==> config.mk <==
export PLATFORM = sky130hd
export DESIGN_NAME = ac_out_framer
export DESIGN_NICKNAME = d
export VERILOG_FILES = /design/src/rtl/ac_out_pkg.sv /design/src/rtl/ac_frame_counter.sv /design/src/rtl/ac_payload_buf.sv /design/src/rtl/ac_bit_serializer.sv /design/src/rtl/ac_out_framer.sv
export SDC_FILE = /design/constraint.sdc
export NUM_CORES = 1
export LEC_CHECK = 0
export ABC_AREA = 1
export BUFFER_PORTS_ARGS = -buffer_cell sky130_fd_sc_hd__clkbuf_2
export CAP_MARGIN = 10
export CORE_MARGIN = 1.5
export CORE_UTILIZATION = 60
export DETAILED_ROUTE_END_ITERATION = 6
export GPL_ROUTABILITY_DRIVEN = 1
export PLACE_DENSITY = 0.88
export SLEW_MARGIN = 10
export SYNTH_ARGS = -nofsm -noshare
export SYNTH_HDL_FRONTEND = slang
export SYNTH_HIERARCHICAL = 1
export SYNTH_SLANG_ARGS = --single-unit
==> constraint.sdc <==
create_clock -name bit_clk -period 37.5 [get_ports bit_clk]
set_input_delay 5.625 -clock bit_clk [delete_from_list [all_inputs] [get_ports bit_clk]]
set_output_delay 5.625 -clock bit_clk [all_outputs]
set_load 0.1 [all_outputs]
==> src/rtl/ac_out_pkg.sv <==
package ac_out_pkg;
  localparam int DEF_SLOTS    = 12;
  localparam int DEF_SAMPLE_W = 16;
  localparam int DEF_SLOT_W   = 20;
  localparam int DEF_TAG_W    = 16;

  // True when a frame position lies in the zero padding below a sample.
  function automatic bit in_pad(int pos, int tag_w, int slot_w, int sample_w);
    if (pos < tag_w) return 1'b0;
    return ((pos - tag_w) % slot_w) >= sample_w;
  endfunction

  // Index of the data slot (0-based) covering a frame position.
  function automatic int slot_index(int pos, int tag_w, int slot_w);
    return (pos - tag_w) / slot_w;
  endfunction
endpackage

==> src/rtl/ac_frame_counter.sv <==
module ac_frame_counter #(
  parameter int FRAME_LEN = 256,
  parameter int TAG_W     = 16,
  localparam int POS_W    = $clog2(FRAME_LEN)
) (
  input  logic             clk,
  input  logic             rst_n,
  output logic [POS_W-1:0] cnt,
  output logic             boundary,
  output logic             sync_q
);
  localparam logic [POS_W-1:0] LAST = POS_W'(FRAME_LEN - 1);

  // cnt is the index of the edge about to happen within the frame
  always_ff @(posedge clk or negedge rst_n) begin
    if (!rst_n) begin
      cnt    <= '0;
      sync_q <= 1'b0;
    end else begin
      cnt    <= (cnt == LAST) ? '0 : cnt + 1'b1;
      sync_q <= (int'(cnt) < TAG_W);
    end
  end

  assign boundary = (cnt == '0);

  // checker state: run of sync highs and gap between sync rises
  logic       sync_d;
  logic [4:0] hi_run;
  logic [9:0] gap;
  logic       sync_rise;
  assign sync_rise = sync_q && !sync_d;

  always_ff @(posedge clk or negedge rst_n) begin
    if (!rst_n) begin
      sync_d <= 1'b0;
      hi_run <= '0;
      gap    <= '0;
    end else begin
      sync_d <= sync_q;
      hi_run <= sync_q ? ((hi_run == 5'd31) ? hi_run : hi_run + 1'b1) : '0;
      if (sync_rise)          gap <= 10'd1;
      else if (gap != 10'd0 && gap != 10'h3FF) gap <= gap + 1'b1;
    end
  end

  p_sync_len_r1: assert property (@(posedge clk) disable iff (!rst_n)
    (sync_d && !sync_q) |-> (int'(hi_run) == TAG_W));
  p_sync_max_r1: assert property (@(posedge clk) disable iff (!rst_n)
    sync_q |-> (int'(hi_run) < TAG_W));
  p_period_r1: assert property (@(posedge clk) disable iff (!rst_n)
    (sync_rise && gap != 10'd0) |-> (int'(gap) == FRAME_LEN));
endmodule

==> src/rtl/ac_payload_buf.sv <==
module ac_payload_buf #(
  parameter int SLOTS    = 12,
  parameter int SAMPLE_W = 16,
  localparam int DATA_W  = SLOTS * SAMPLE_W
) (
  input  logic              clk,
  input  logic              rst_n,
  input  logic              load_valid,
  output logic              load_ready,
  input  logic [SLOTS-1:0]  in_valid,
  input  logic [DATA_W-1:0] in_data,
  input  logic              boundary,
  output logic [SLOTS-1:0]  act_valid,
  output logic [DATA_W-1:0] act_data
);
  logic              stage_full;
  logic [SLOTS-1:0]  stage_valid;
  logic [DATA_W-1:0] stage_data;
  logic              take;

  assign load_ready = !stage_full;
  assign take       = load_valid && load_ready;

  always_ff @(posedge clk or negedge rst_n) begin
    if (!rst_n) begin
      stage_full  <= 1'b0;
      stage_valid <= '0;
      stage_data  <= '0;
      act_valid   <= '0;
      act_data    <= '0;
    end else begin
      if (boundary) begin
        act_valid <= stage_full ? stage_valid : '0;
        act_data  <= stage_full ? stage_data  : '0;
      end
      if (take) begin
        stage_valid <= in_valid;
        stage_data  <= in_data;
        stage_full  <= 1'b1;
      end else if (boundary) begin
        stage_full  <= 1'b0;
      end
    end
  end

  p_ready_drop_r6: assert property (@(posedge clk) disable iff (!rst_n)
    $fell(load_ready) |-> $past(load_valid));
  p_ready_rise_r6: assert property (@(posedge clk) disable iff (!rst_n)
    $rose(load_ready) |-> $past(boundary));
  p_empty_frame_r7: assert property (@(posedge clk) disable iff (!rst_n)
    (boundary && load_ready) |=> (act_valid == '0));
endmodule

==> src/rtl/ac_bit_serializer.sv <==
module ac_bit_serializer
  import ac_out_pkg::*;
#(
  parameter int SLOTS     = 12,
  parameter int SAMPLE_W  = 16,
  parameter int SLOT_W    = 20,
  parameter int TAG_W     = 16,
  localparam int FRAME_LEN = TAG_W + SLOTS * SLOT_W,
  localparam int POS_W     = $clog2(FRAME_LEN),
  localparam int DATA_W    = SLOTS * SAMPLE_W
) (
  input  logic              clk,
  input  logic              rst_n,
  input  logic [POS_W-1:0]  cnt,
  input  logic [SLOTS-1:0]  act_valid,
  input  logic [DATA_W-1:0] act_data,
  output logic              sd_q
);
  // Bit at a given frame position (0 = first tag bit).
  function automatic logic frame_bit(int pos, logic [SLOTS-1:0] v, logic [DATA_W-1:0] d);
    int s, b;
    if (pos < TAG_W) begin
      if (pos == 0)     return |v;
      if (pos <= SLOTS) return v[pos-1];
      return 1'b0;
    end
    s = slot_index(pos, TAG_W, SLOT_W);
    b = (pos - TAG_W) % SLOT_W;
    if (s >= SLOTS || !v[s] || b >= SAMPLE_W) return 1'b0;
    return d[s*SAMPLE_W + SAMPLE_W - 1 - b];
  endfunction

  // position launched on this edge trails the edge index by one
  int emit_pos;
  assign emit_pos = (cnt == '0) ? FRAME_LEN - 1 : int'(cnt) - 1;

  always_ff @(posedge clk or negedge rst_n) begin
    if (!rst_n) sd_q <= 1'b0;
    else        sd_q <= frame_bit(emit_pos, act_valid, act_data);
  end

  logic pad_now, slot_off_now;
  assign pad_now      = in_pad(emit_pos, TAG_W, SLOT_W, SAMPLE_W);
  assign slot_off_now = (emit_pos >= TAG_W) &&
                        !act_valid[slot_index(emit_pos, TAG_W, SLOT_W)];

  p_pad_zero_r4: assert property (@(posedge clk) disable iff (!rst_n)
    pad_now |=> !sd_q);
  p_invalid_zero_r5: assert property (@(posedge clk) disable iff (!rst_n)
    slot_off_now |=> !sd_q);
  p_frame_flag_r3: assert property (@(posedge clk) disable iff (!rst_n)
    (emit_pos == 0) |=> (sd_q == $past(|act_valid)));
endmodule

==> src/rtl/ac_out_framer.sv <==
module ac_out_framer
  import ac_out_pkg::*;
#(
  parameter int SLOTS    = DEF_SLOTS,
  parameter int SAMPLE_W = DEF_SAMPLE_W,
  parameter int SLOT_W   = DEF_SLOT_W,
  parameter int TAG_W    = DEF_TAG_W,
  localparam int FRAME_LEN = TAG_W + SLOTS * SLOT_W,
  localparam int POS_W     = $clog2(FRAME_LEN),
  localparam int DATA_W    = SLOTS * SAMPLE_W
) (
  input  logic              bit_clk,
  input  logic              rst_n,
  input  logic              load_valid,
  output logic              load_ready,
  input  logic [SLOTS-1:0]  slot_valid,
  input  logic [DATA_W-1:0] slot_data,
  output logic              sync,
  output logic              sdout
);
  logic [POS_W-1:0]  cnt;
  logic              boundary;
  logic [SLOTS-1:0]  act_valid;
  logic [DATA_W-1:0] act_data;

  ac_frame_counter #(.FRAME_LEN(FRAME_LEN), .TAG_W(TAG_W)) u_cnt (
    .clk(bit_clk), .rst_n(rst_n), .cnt(cnt), .boundary(boundary), .sync_q(sync)
  );

  ac_payload_buf #(.SLOTS(SLOTS), .SAMPLE_W(SAMPLE_W)) u_buf (
    .clk(bit_clk), .rst_n(rst_n), .load_valid(load_valid), .load_ready(load_ready),
    .in_valid(slot_valid), .in_data(slot_data), .boundary(boundary),
    .act_valid(act_valid), .act_data(act_data)
  );

  ac_bit_serializer #(.SLOTS(SLOTS), .SAMPLE_W(SAMPLE_W), .SLOT_W(SLOT_W), .TAG_W(TAG_W)) u_ser (
    .clk(bit_clk), .rst_n(rst_n), .cnt(cnt), .act_valid(act_valid),
    .act_data(act_data), .sd_q(sdout)
  );
endmodule

Word level (Yosys, flattened, before mapping)
Index checks and enable logic that the tools add are counted.

Register bits after elaboration: 419. Bits of input ports: 207. Output and inout bits: 3. Logic and storage cells: 66.

$add $sub $neg: 7. Divide/modulo/power cells: 2. $lt $le $gt $ge: 8. Eq/ne operators: 1. Multiplexer cells: 31. Reduce and logical (&&, ||, !) cells: 9.

Operator list (number): $mux W192 (1); $lt A32 B6 Y1 const B (3); $sub A32 B2 Y32 const B (2); $add A32 B6 Y32 const B (1); $div A32 B6 Y32 const B (1); $ge A32 B5 Y1 const B (1); $ge A32 B6 Y1 const B (1); $le A32 B5 Y1 const B (1); $logic_not A32 Y1 (1); $lt A32 B10 Y1 const B (1); $mod A32 B6 Y32 const B (1); $mux W32 (1); $sub A32 B32 Y32 (1); $sub A32 B6 Y32 const B (1); $mux W1 (24); $mux W12 (1); $reduce_or A12 Y1 (1); $sub A8 B1 Y9 const B (1); $add A8 B1 Y8 const B (1); $bmux W1 S4 (2); $bmux W1 S8 (1); $eq A8 B8 Y1 const B (1); $logic_not A8 Y1 (1); $lt A8 B5 Y1 const B (1); 5 further kinds (7).

Depth between registers and ports, before layout
Gate-level depths: netlist of run 1.

Depth in word-level cells: 14. Depth in mapped cells: 171. Mapped depth without buffers: 170.

Modules after synthesis
The synthesis of run 1 kept the hierarchy.

Modules (own cells, without submodules): ac_payload_buf (instances 1, cells an instance 1772, area an instance 16130.5 µm², sequential area each 10234.8 µm²); ac_bit_serializer (instances 1, cells an instance 1211, area an instance 6363.6 µm², sequential area each 25.0 µm²); ac_frame_counter (instances 1, cells an instance 56, area an instance 444.2 µm², sequential area each 225.2 µm²).

Worst setup path after synthesis of run 1
Ideal clock, no wire load.

Kind: register to register. Start: register u_cnt.cnt[0]. End: register u_ser.sd_q. Setup time: 0.117 ns. Arrival time: 13.860 ns. Data required time: 37.383 ns. Setup slack: 23.522 ns. Stages on the path, launching flop included: 160. Path buffers: 3. Period minus slack after synthesis: 13.978 ns. Cell sequence: dfrtp_1 -> inv_2 -> ha_1 -> nand2_1 -> nor2_1 -> nand2_1 -> nand3_1 -> inv_1 -> ha_1 -> nand3_1 -> inv_1 -> nand2_2 -> ha_1 -> buf_2 -> inv_1 -> nor2_1 -> nand2_1 -> nor4_1 -> [124 not listed] -> inv_2 -> ha_1 -> or2_2 -> o21ai_0 -> inv_1 -> ha_1 -> ha_1 -> inv_1 -> fa_1 -> xnor2_1 -> xor2_1 -> nand2_1 -> nand2_1 -> inv_1 -> nand2_1 -> nand2_1 -> nand3_1 -> nand2_1.

Longest elaborated chain between the ends: 14. Elaborated cells between the ends (all ways): 42. Those cells by class: add/sub: 6; div: 2; order compare: 4; mux: 25; reduce/logical: 5.

RTL lines: start: declaration (RTL line ac_frame_counter.sv:8) `output logic [POS_W-1:0] cnt,`; start signal: assignment (RTL line ac_frame_counter.sv:20) `cnt <= (cnt == LAST) ? '0 : cnt + 1'b1;`; $sub A8 B1 Y9 / $logic_not A8 Y1 (equally long branches) (RTL line ac_bit_serializer.sv:35) `assign emit_pos = (cnt == '0) ? FRAME_LEN - 1 : int'(cnt) - 1;`; $mux W32 (*) (RTL line ac_bit_serializer.sv:35); branches (longest 11 deep; another with $sub A32 B6 Y32); $mux W1 (*) (RTL line ac_bit_serializer.sv:27) `s = slot_index(pos, TAG_W, SLOT_W);`; end signal: assignment (RTL line ac_bit_serializer.sv:39) `else sd_q <= frame_bit(emit_pos, act_valid, act_data);`; end: declaration (RTL line ac_bit_serializer.sv:17) `output logic sd_q`.

Mark *: on every way between the ends. The select of a mux whose other input is x is not followed. A chain may end at the register's enable or synchronous reset.

Final worst setup path of run 1
Ends and elaborated chain as after synthesis.

==> impl_metrics.ini, run 1 <==
[floorplanning]
die_area_sq_um = 39400
coreArea_sq_um = 37700
initial_utilization_pct = 60.9
fp.dieW_um = 199
ios = 210
num_rows = 71
die_h_um = 199

[route]
vias_per_cell = 5.76
wl_um = 60100
drt_iter0_drc = 1958
via_count = 21300
first_pass_iters = 6
ant_nets = 0
drc = 0
wire_per_inst_um = 16.3

[worst_setup_path]
critical_path.slowest_cell = ha_1
reg2reg_slack_ns = 21.18
critPathMaxStageDelay_ns = 0.71
crit_end = u_ser/sd_q$_DFF_PN0_
worstPathRequired_ns = 37.92
path_depth = 149
r2r-start = u_cnt/cnt[0]$_DFF_PN0_
crit_type = register to register
cp_num_buf_inv = 18
startpoint_type = register
r2r_cells = 149
crit_top_cell = nand2_1
crit_start = u_cnt/cnt[0]$_DFF_PN0_
cp_max_fo = 12
cp_top_family = simple AND/OR/NAND/NOR gates
cp.arrival_ns = 16.74
r2r_end = u_ser/sd_q$_DFF_PN0_
crit_path_end_kind = register

[cts]
clock_latency_ns = 0.54
cts_tree = done
cts.sinks = 419
hold_buffers = 0
ctsResizeCount = 0
cts_max_level = 2
cts_buffer_depth = 3
path_clk_slew_ns = 0.06
cts_buffers = 41
root_buffer = clkbuf_16
cts_setup_buffers = 0

[yosys]
synth.distinct_cells = 53
synth_edf_count = 0
synth_area_per_cell_sq_um = 7.55
synth-seq-cells = 419
netlist_instances = 3039
yosys_warnings = 6
synth-main-ff-cell = dfrtp_1
ys_async_sr_fraction_pct = 100
synth_seq_area_share_pct = 45.7
synthesis.area_sq_um = 22900

[sta]
fin_hold_ws_ns = 0.472
rsz0062_at_grt = false
relSlewSlack_pct = 29.0
finalHoldViolations = 0
min_period_ns = 16.32
finalMaxSlewViolations = 0
setup_violations = 0
clock.fmax_mhz = 61.3
fin_crit_sh_pct = 43.5
fin_skew_ns = 0.0118
tns_ns = 0
worst-slew-pin-transition_ns = 1.07

[min_path]
holdCritStartpoint = u_buf/stage_data[189]$_DFFE_PN0P_
hold_depth = 2
hold_path_class = register to register

[finish]
mostFrequentLayoutCells = nand2_1 (1149), nand3_1 (586), dfrtp_1 (418)
final_common_cell = nand2_1
stdcell_count = 3691
n_fill_cell = 3031
seqCellArea_sq_um = 10500
area_growth_pct = 10.0
nets = 3380
multi_input_area_sq_um = 10800
drive_gt1_share_pct = 15.2
antennaDiodeCount = 0

[place]
dp_cells = 3618
finalWeightedCongestion = 0.934
place.detailed.hpwl_um = 39400
port_buffers = 209

[flow_run]
maxCapViolations = 0

[status]
status = completed

[grt]
grt_pass1_vias = 20100
track_usage_pct = 30.6
grt_max_degree = 121
grt-ovfl-total = 0
grt_pass1_wl_um = 98100
grt_antenna_before_repair = 0
==> layout make-up <==
class	count	share of cell area (%)
clock buffer	61	4.85
tap	511	2.53
sequential	419	41.6
inverter	195	2.94
timing repair buffer	229	4.80
multi-input combinational	2264	42.8
clock inverter	12	0.476
==> worst min-delay path by stage <==
stage                                              endpoint  slack (ns)
after floorplan           u_buf/stage_data[189]$_DFFE_PN0P_        0.44
after global placement    u_buf/stage_data[119]$_DFFE_PN0P_        0.45
after detailed placement  u_buf/stage_data[189]$_DFFE_PN0P_        0.46
after CTS                 u_buf/stage_data[189]$_DFFE_PN0P_        0.47
after global routing      u_buf/stage_data[158]$_DFFE_PN0P_        0.49
final                     u_buf/stage_data[189]$_DFFE_PN0P_        0.47
==> cells by family after synthesis <==
| kind of cell | synth area share, % |
|---|---|
| compound gates | 5.46 |
| xor+xnor | 1.15 |
| fa+ha+maj | 1.29 |
| buf+inv | 7.35 |
| flops | 45.7 |
| other cells | 0.0163 |
| simple gates | 39.0 |
==> Yosys cell counts, types with 2 or more instances <==
cell	number	area (sq um)
a21o_1	5	37.5
a21oi_1	18	90.1
a22oi_1	2	15.0
and3_1	2	12.5
buf_1	2	7.51
buf_2	97	485
buf_4	22	165
buf_6	15	169
clkbuf_1	33	124
clkinv_1	3	11.3
dfrtp_1	419	10500
ha_1	22	275
inv_1	140	526
inv_2	51	191
nand2_1	1149	4310
nand2_2	59	369
nand2_4	33	372
nand3_1	586	2930
nand3_2	24	240
nand3b_1	4	30.0
nand4_1	12	75.1
nor2_1	98	368
nor2_2	8	50.1
nor2_4	2	22.5
nor3_1	5	25.0
nor3b_1	4	30.0
nor4_1	10	62.6
o2111ai_1	2	17.5
o211ai_1	8	60.1
o21a_1	2	15.0
o21ai_0	29	145
o21ai_1	23	115
o21bai_1	2	15.0
o221ai_1	14	123
o22ai_1	86	538
o31ai_1	2	15.0
or2_2	2	12.5
xnor2_1	8	70.1
xor2_1	22	193
==> per-layer routing <==
metal  share of wire, %  vias to the layer above  GRT usage (%)
met2                 48                      880           51.2
met4                2.9                        0           10.3
met3                7.4                      126           4.22
met1                 41                    10200           41.3
li1                   -                    10100              -
met5                  0                        -              0
==> worst register-to-register path: cells and delay by family (launching register included) <==
| kind | cells | cell delay, ns |
|---|---|---|
| buffers and inverters | 18 | 1.73 |
| xor gates and xnor gates | 1 | 0.10 |
| and+or+nand+nor | 122 | 11.65 |
| AOI/OAI and AO/OA | 4 | 0.82 |
| DFF | 1 | 0.48 |
| adders and majority gates | 4 | 1.47 |
==> stage by stage <==
stage          utilization (%)  instance area, sq um  setup WS, ns
6_report                  67.0                 25200         21.18
5_1_grt                   67.0                 25200         19.39
4_1_cts                   67.0                 25200         21.43
3_5_place_dp              63.4                 23900         21.49
3_3_place_gp              63.4                 23900         22.41
2_1_floorplan                -                 23000         23.52
==> state kept, by name (all words and copies together), names as in the netlist <==
name,count
u_ser/sd_q,1
u_buf/stage_valid,12
u_cnt/sync_q,1
u_buf/stage_data,192
u_buf/act_valid,12
u_cnt/cnt,8
u_buf/act_data,192
u_buf/stage_full,1
Power of run 1 is not shown: default switching activity piles up to over one toggle a cycle in this logic, so the estimate is an artifact.
==> run 2, diff against run 1 <==
--- a/config.mk
+++ b/config.mk
@@ -9,10 +9,10 @@
 export BUFFER_PORTS_ARGS = -buffer_cell sky130_fd_sc_hd__clkbuf_2
 export CAP_MARGIN = 10
 export CORE_MARGIN = 1.5
-export CORE_UTILIZATION = 60
+export CORE_UTILIZATION = 55
 export DETAILED_ROUTE_END_ITERATION = 6
 export GPL_ROUTABILITY_DRIVEN = 1
-export PLACE_DENSITY = 0.88
+export PLACE_DENSITY = 0.86
 export SLEW_MARGIN = 10
 export SYNTH_ARGS = -nofsm -noshare
 export SYNTH_HDL_FRONTEND = slang
==> constraint.sdc (replaced) <==
create_clock -name bit_clk -period 14.8 [get_ports bit_clk]
set_input_delay 2.22 -clock bit_clk [delete_from_list [all_inputs] [get_ports bit_clk]]
set_output_delay 2.22 -clock bit_clk [all_outputs]
set_load 0.1 [all_outputs]
==> impl_metrics.ini, run 2 (synthesis gave the netlist of run 1 again) <==
[sta]
finalMaxSlewViolations = 0
rsz0062_at_grt = true
worst-slew-pin-transition_ns = 1.10
relSlewSlack_pct = 26.6
finalHoldViolations = 0
fin_skew_ns = 0.0110
min_period_ns = 14.71
setup_violations = 0
tns_ns = 0
clock.fmax_mhz = 68.0
fin_crit_sh_pct = 99.4
fin_hold_ws_ns = 0.472

[finish]
final_common_cell = nand2_1
post-route-util_pct = 66.6
antennaDiodeCount = 0
top_regs = u_buf/act_data: 192 flops, u_buf/stage_data: 192 flops
stdcell_area_sq_um = 27300
drive_gt1_share_pct = 23.6
mostFrequentLayoutCells = nand2_1 (1054), nand3_1 (550), dfrtp_1 (414)
area_growth_pct = 19.0
nets = 3479

[grt]
grt_pass1_vias = 20200
grt_pass1_wl_um = 99000
track_usage_pct = 27.7
grt_antenna_before_repair = 0
grt_max_degree = 130
grt-ovfl-total = 0

[route]
vias_per_cell = 5.75
drt_iter0_drc = 2118
via_count = 21900
drc = 0
ant_nets = 0
first_pass_iters = 7
wl_um = 63500
wire_per_inst_um = 16.7

[worst_setup_path]
worstPathRequired_ns = 15.23
cp_num_buf_inv = 28
critPathMaxStageDelay_ns = 0.40
cp.arrival_ns = 15.14
crit_top_cell = nand2_4
startpoint_type = register
cp_max_fo = 6
cp_top_family = simple AND/OR/NAND/NOR gates
crit_type = register to register
critical_path.slowest_cell = dfrtp_1
crit_path_end_kind = register

[status]
status = completed

[cts]
clock_latency_ns = 0.55
hold_buffers = 0
cts_max_level = 2
cts.sinks = 419
cts_buffers = 40
path_clk_slew_ns = 0.06
cts_tree = done
root_buffer = clkbuf_16
cts_buffer_depth = 3

[floorplanning]
die_area_sq_um = 42900
die_h_um = 207
ios = 210
num_rows = 74
fp.dieW_um = 207
initial_utilization_pct = 55.9
coreArea_sq_um = 41000

[place]
dpl_cell_area_sq_um = 24100
place.detailed.hpwl_um = 38500
port_buffers = 209
finalWeightedCongestion = 0.943

[flow_run]
maxCapViolations = 0

[min_path]
hold_path_class = register to register
[run 2: changes by cell type in the layout (fill, tap and decap cells not counted), sizes merged]
cell      before  now
clkinv        10   14
inv          194  195
buf           22  122
clkinvlp       1    2
bufinv         2    5
clkbuf       268  257
[run 2: repair_timing]
item | 4_1_cts | 5_1_grt
endpoints found under the setup margin | 1 | 1
setup buffers | 8 | 68
resized for setup | 32 | 274
pin swaps | 17 | 128
[run 2: through the flow]
step                      setup slack (ns)  cells
after floorplan                      0.822   3047
after global placement               0.248   3663
after CTS                           0.0356   3742
after global routing                -0.836   3810
after detailed placement            -0.412   3663
final                               0.0910   3810
[run 2: final timing paths]
kind                                             startpoint  slack [ns]  depth (start not counted)                               end
min reg2reg                u_buf/stage_data[65]$_DFFE_PN0P_        0.47                          2  u_buf/stage_data[65]$_DFFE_PN0P_
max in group asynchronous                             rst_n       10.68                          3      u_buf/stage_full$_DFFE_PN0P_
min                        u_buf/stage_data[65]$_DFFE_PN0P_        0.47                          2  u_buf/stage_data[65]$_DFFE_PN0P_
min in group asynchronous                             rst_n        1.77                          1  u_buf/stage_data[70]$_DFFE_PN0P_
max reg2reg                          u_cnt/cnt[1]$_DFF_PN0_        0.09                        160              u_ser/sd_q$_DFF_PN0_
max                                  u_cnt/cnt[1]$_DFF_PN0_        0.09                        160              u_ser/sd_q$_DFF_PN0_
[run 2: area by class of cell]
| class | instances | area (sq um) |
|---|---|---|
| multi-input combinational | 2264 | 12000 |
| clock inverter | 21 | 246 |
| inverter | 195 | 759 |
| tap | 532 | 666 |
| fill | 3210 | 13700 |
| clock buffer | 50 | 1140 |
| timing repair buffer | 329 | 1990 |
| sequential | 419 | 10500 |
[run 2: metal layers]
layer / part of all wire (%) / global-route usage [%] / vias up / wire length (um)
met3: 7.1 / 3.83 / 174 / 4510
met4: 3.4 / 9.46 / 0 / 2170
li1: - / - / 10300 / -
met5: 0 / 0 / - / 0
met1: 40 / 36.8 / 10500 / 25500
met2: 49 / 47.0 / 899 / 31300
[run 2: worst reg2reg max path, delay by kind of cell, from the launching register on]
family          cells  cell delay, ns
compound gates      2            0.40
xor+xnor            3            0.47
fa+ha+maj           5            1.10
buf+inv            28            2.07
flops               1            0.40
simple gates      122           10.15
Power of run 2 is left out for the same reason.
==> run 3, diff against run 2 <==
--- a/config.mk
+++ b/config.mk
@@ -9,10 +9,10 @@
 export BUFFER_PORTS_ARGS = -buffer_cell sky130_fd_sc_hd__clkbuf_2
 export CAP_MARGIN = 10
 export CORE_MARGIN = 1.5
-export CORE_UTILIZATION = 55
+export CORE_UTILIZATION = 40
 export DETAILED_ROUTE_END_ITERATION = 6
 export GPL_ROUTABILITY_DRIVEN = 1
-export PLACE_DENSITY = 0.86
+export PLACE_DENSITY = 0.59
 export SLEW_MARGIN = 10
 export SYNTH_ARGS = -nofsm -noshare
 export SYNTH_HDL_FRONTEND = slang
==> impl_metrics.ini, run 3 (synthesis gave the netlist of run 1 again) <==
[status]
status = completed

[sta]
fin_crit_sh_pct = 97.9
setup_violations = 0
min_period_ns = 14.49
finalMaxSlewViolations = 0
tns_ns = 0
finalHoldViolations = 0
relSlewSlack_pct = 26.3
clock.fmax_mhz = 69.0
fin_skew_ns = 0.0135
worst-slew-pin-transition_ns = 1.11
rsz0062_at_grt = true

[place]
port_buffers = 209
finalWeightedCongestion = 0.876
dpl_cell_area_sq_um = 24600
place.detailed.hpwl_um = 42600
dp_cells = 3912

[grt]
grtUsageMet1_pct = 29.8
use_met3_pct = 2.15
busiest_layer = met2
track_usage_pct = 21.9
grt_pass1_vias = 20400
grt-ovfl-total = 0
grt_max_degree = 150
groute.layer.met2.usage_pct = 37.1
grt_pass1_wl_um = 106000
grt_antenna_before_repair = 0

[worst_setup_path]
cp_max_fo = 7
startpoint_type = register
critical_path.slowest_cell = dfrtp_2
worstPathRequired_ns = 15.28
cp.arrival_ns = 14.97
critPathMaxStageDelay_ns = 0.41
crit_type = register to register
crit_path_end_kind = register
crit_top_cell = nand2_4

[route]
drc = 0
drt_iter0_drc = 1595
first_pass_iters = 5
vias_per_cell = 5.25
ant_nets = 0
via_count = 21400
wl_um = 67300
wire_per_inst_um = 16.5

[cts]
cts_buffer_depth = 3
cts.sinks = 419
cts_max_level = 2
clock_latency_ns = 0.59
hold_buffers = 0
cts_buffers = 44
root_buffer = clkbuf_16
path_clk_slew_ns = 0.06
cts_tree = done

[min_path]
hold_path_class = register to register

[finish]
top_regs = u_buf/act_data: 192 flops, u_buf/stage_data: 192 flops
area_growth_pct = 22.5
drive_gt1_share_pct = 25.3
nets = 3527
mostFrequentLayoutCells = nand2_1 (1051), nand3_1 (546), dfrtp_1 (412)
final_common_cell = nand2_1
stdcell_count = 4087
post-route-util_pct = 49.7
n_fill_cell = 5486
stdcell_area_sq_um = 28100

[floorplanning]
num_rows = 87
fp.dieW_um = 242
ios = 210
die_area_sq_um = 58800
initial_utilization_pct = 40.6
die_h_um = 242
coreArea_sq_um = 56500

[flow_run]
maxCapViolations = 0
run 3: changes by cell type in the layout (fill, tap and decap cells not counted), moves of 5 or more:
cell | previous run | this run
nand3_2 | 36 | 44
nand2_2 | 94 | 99
buf_4 | 115 | 158
clkbuf_8 | 8 | 13
clkbuf_1 | 1 | 6
run 3: layout make-up:
cell class,count,area (sq um),area share (%)
multi-input combinational,2264,12000,42.8
sequential,419,10500,37.4
timing repair buffer,373,2350,8.37
clock buffer,63,1300,4.64
tap,756,946,3.37
inverter,195,768,2.74
clock inverter,16,189,0.673
antenna,1,2.50,0.00891
run 3: critical path, delay by kind of cell, from the launching register on:
family                     cells  cell delay (ns)
buffers and inverters         29             2.16
xor gates and xnor gates       2             0.39
DFF                            1             0.41
adders and majority gates      5             1.11
AOI/OAI and AO/OA              2             0.32
and+or+nand+nor              116             9.90
run 3: per-layer routing:
metal  part of all wire, %  vias to the layer above
met5                     0                        -
li1                      -                    10400
met1                    45                    10400
met4                   2.0                        0
met3                   3.7                      102
met2                    49                      493
run 3: final timing paths:
check                                               endpoint  slack, ns                              from  depth (start not counted)
setup / recovery                        u_ser/sd_q$_DFF_PN0_       0.31            u_cnt/cnt[1]$_DFF_PN0_                        154
hold / removal              u_buf/stage_data[71]$_DFFE_PN0P_       0.47  u_buf/stage_data[71]$_DFFE_PN0P_                          2
setup reg to reg                        u_ser/sd_q$_DFF_PN0_       0.31            u_cnt/cnt[1]$_DFF_PN0_                        154
hold reg to reg             u_buf/stage_data[71]$_DFFE_PN0P_       0.47  u_buf/stage_data[71]$_DFFE_PN0P_                          2
max in group asynchronous             u_cnt/cnt[6]$_DFF_PN0_      10.83                             rst_n                          3
min in group asynchronous  u_buf/stage_data[189]$_DFFE_PN0P_       1.69                             rst_n                          1
run 3: what timing repair did:
item                       CTS  global route
setup buffers               11            84
gates resized for setup     58           265
setup endpoints to repair    1             1
pin swaps                   27           142
gates cloned                 0             0
run 3: stage by stage:
stage,hold slack [ns],setup slack [ns]
after global routing,0.484,-0.671
after global placement,0.455,0.165
after detailed placement,0.460,-0.654
final,0.473,0.308
after CTS,0.475,0.0170
after floorplan,0.443,0.822
Power of run 3 is left out for the same reason.
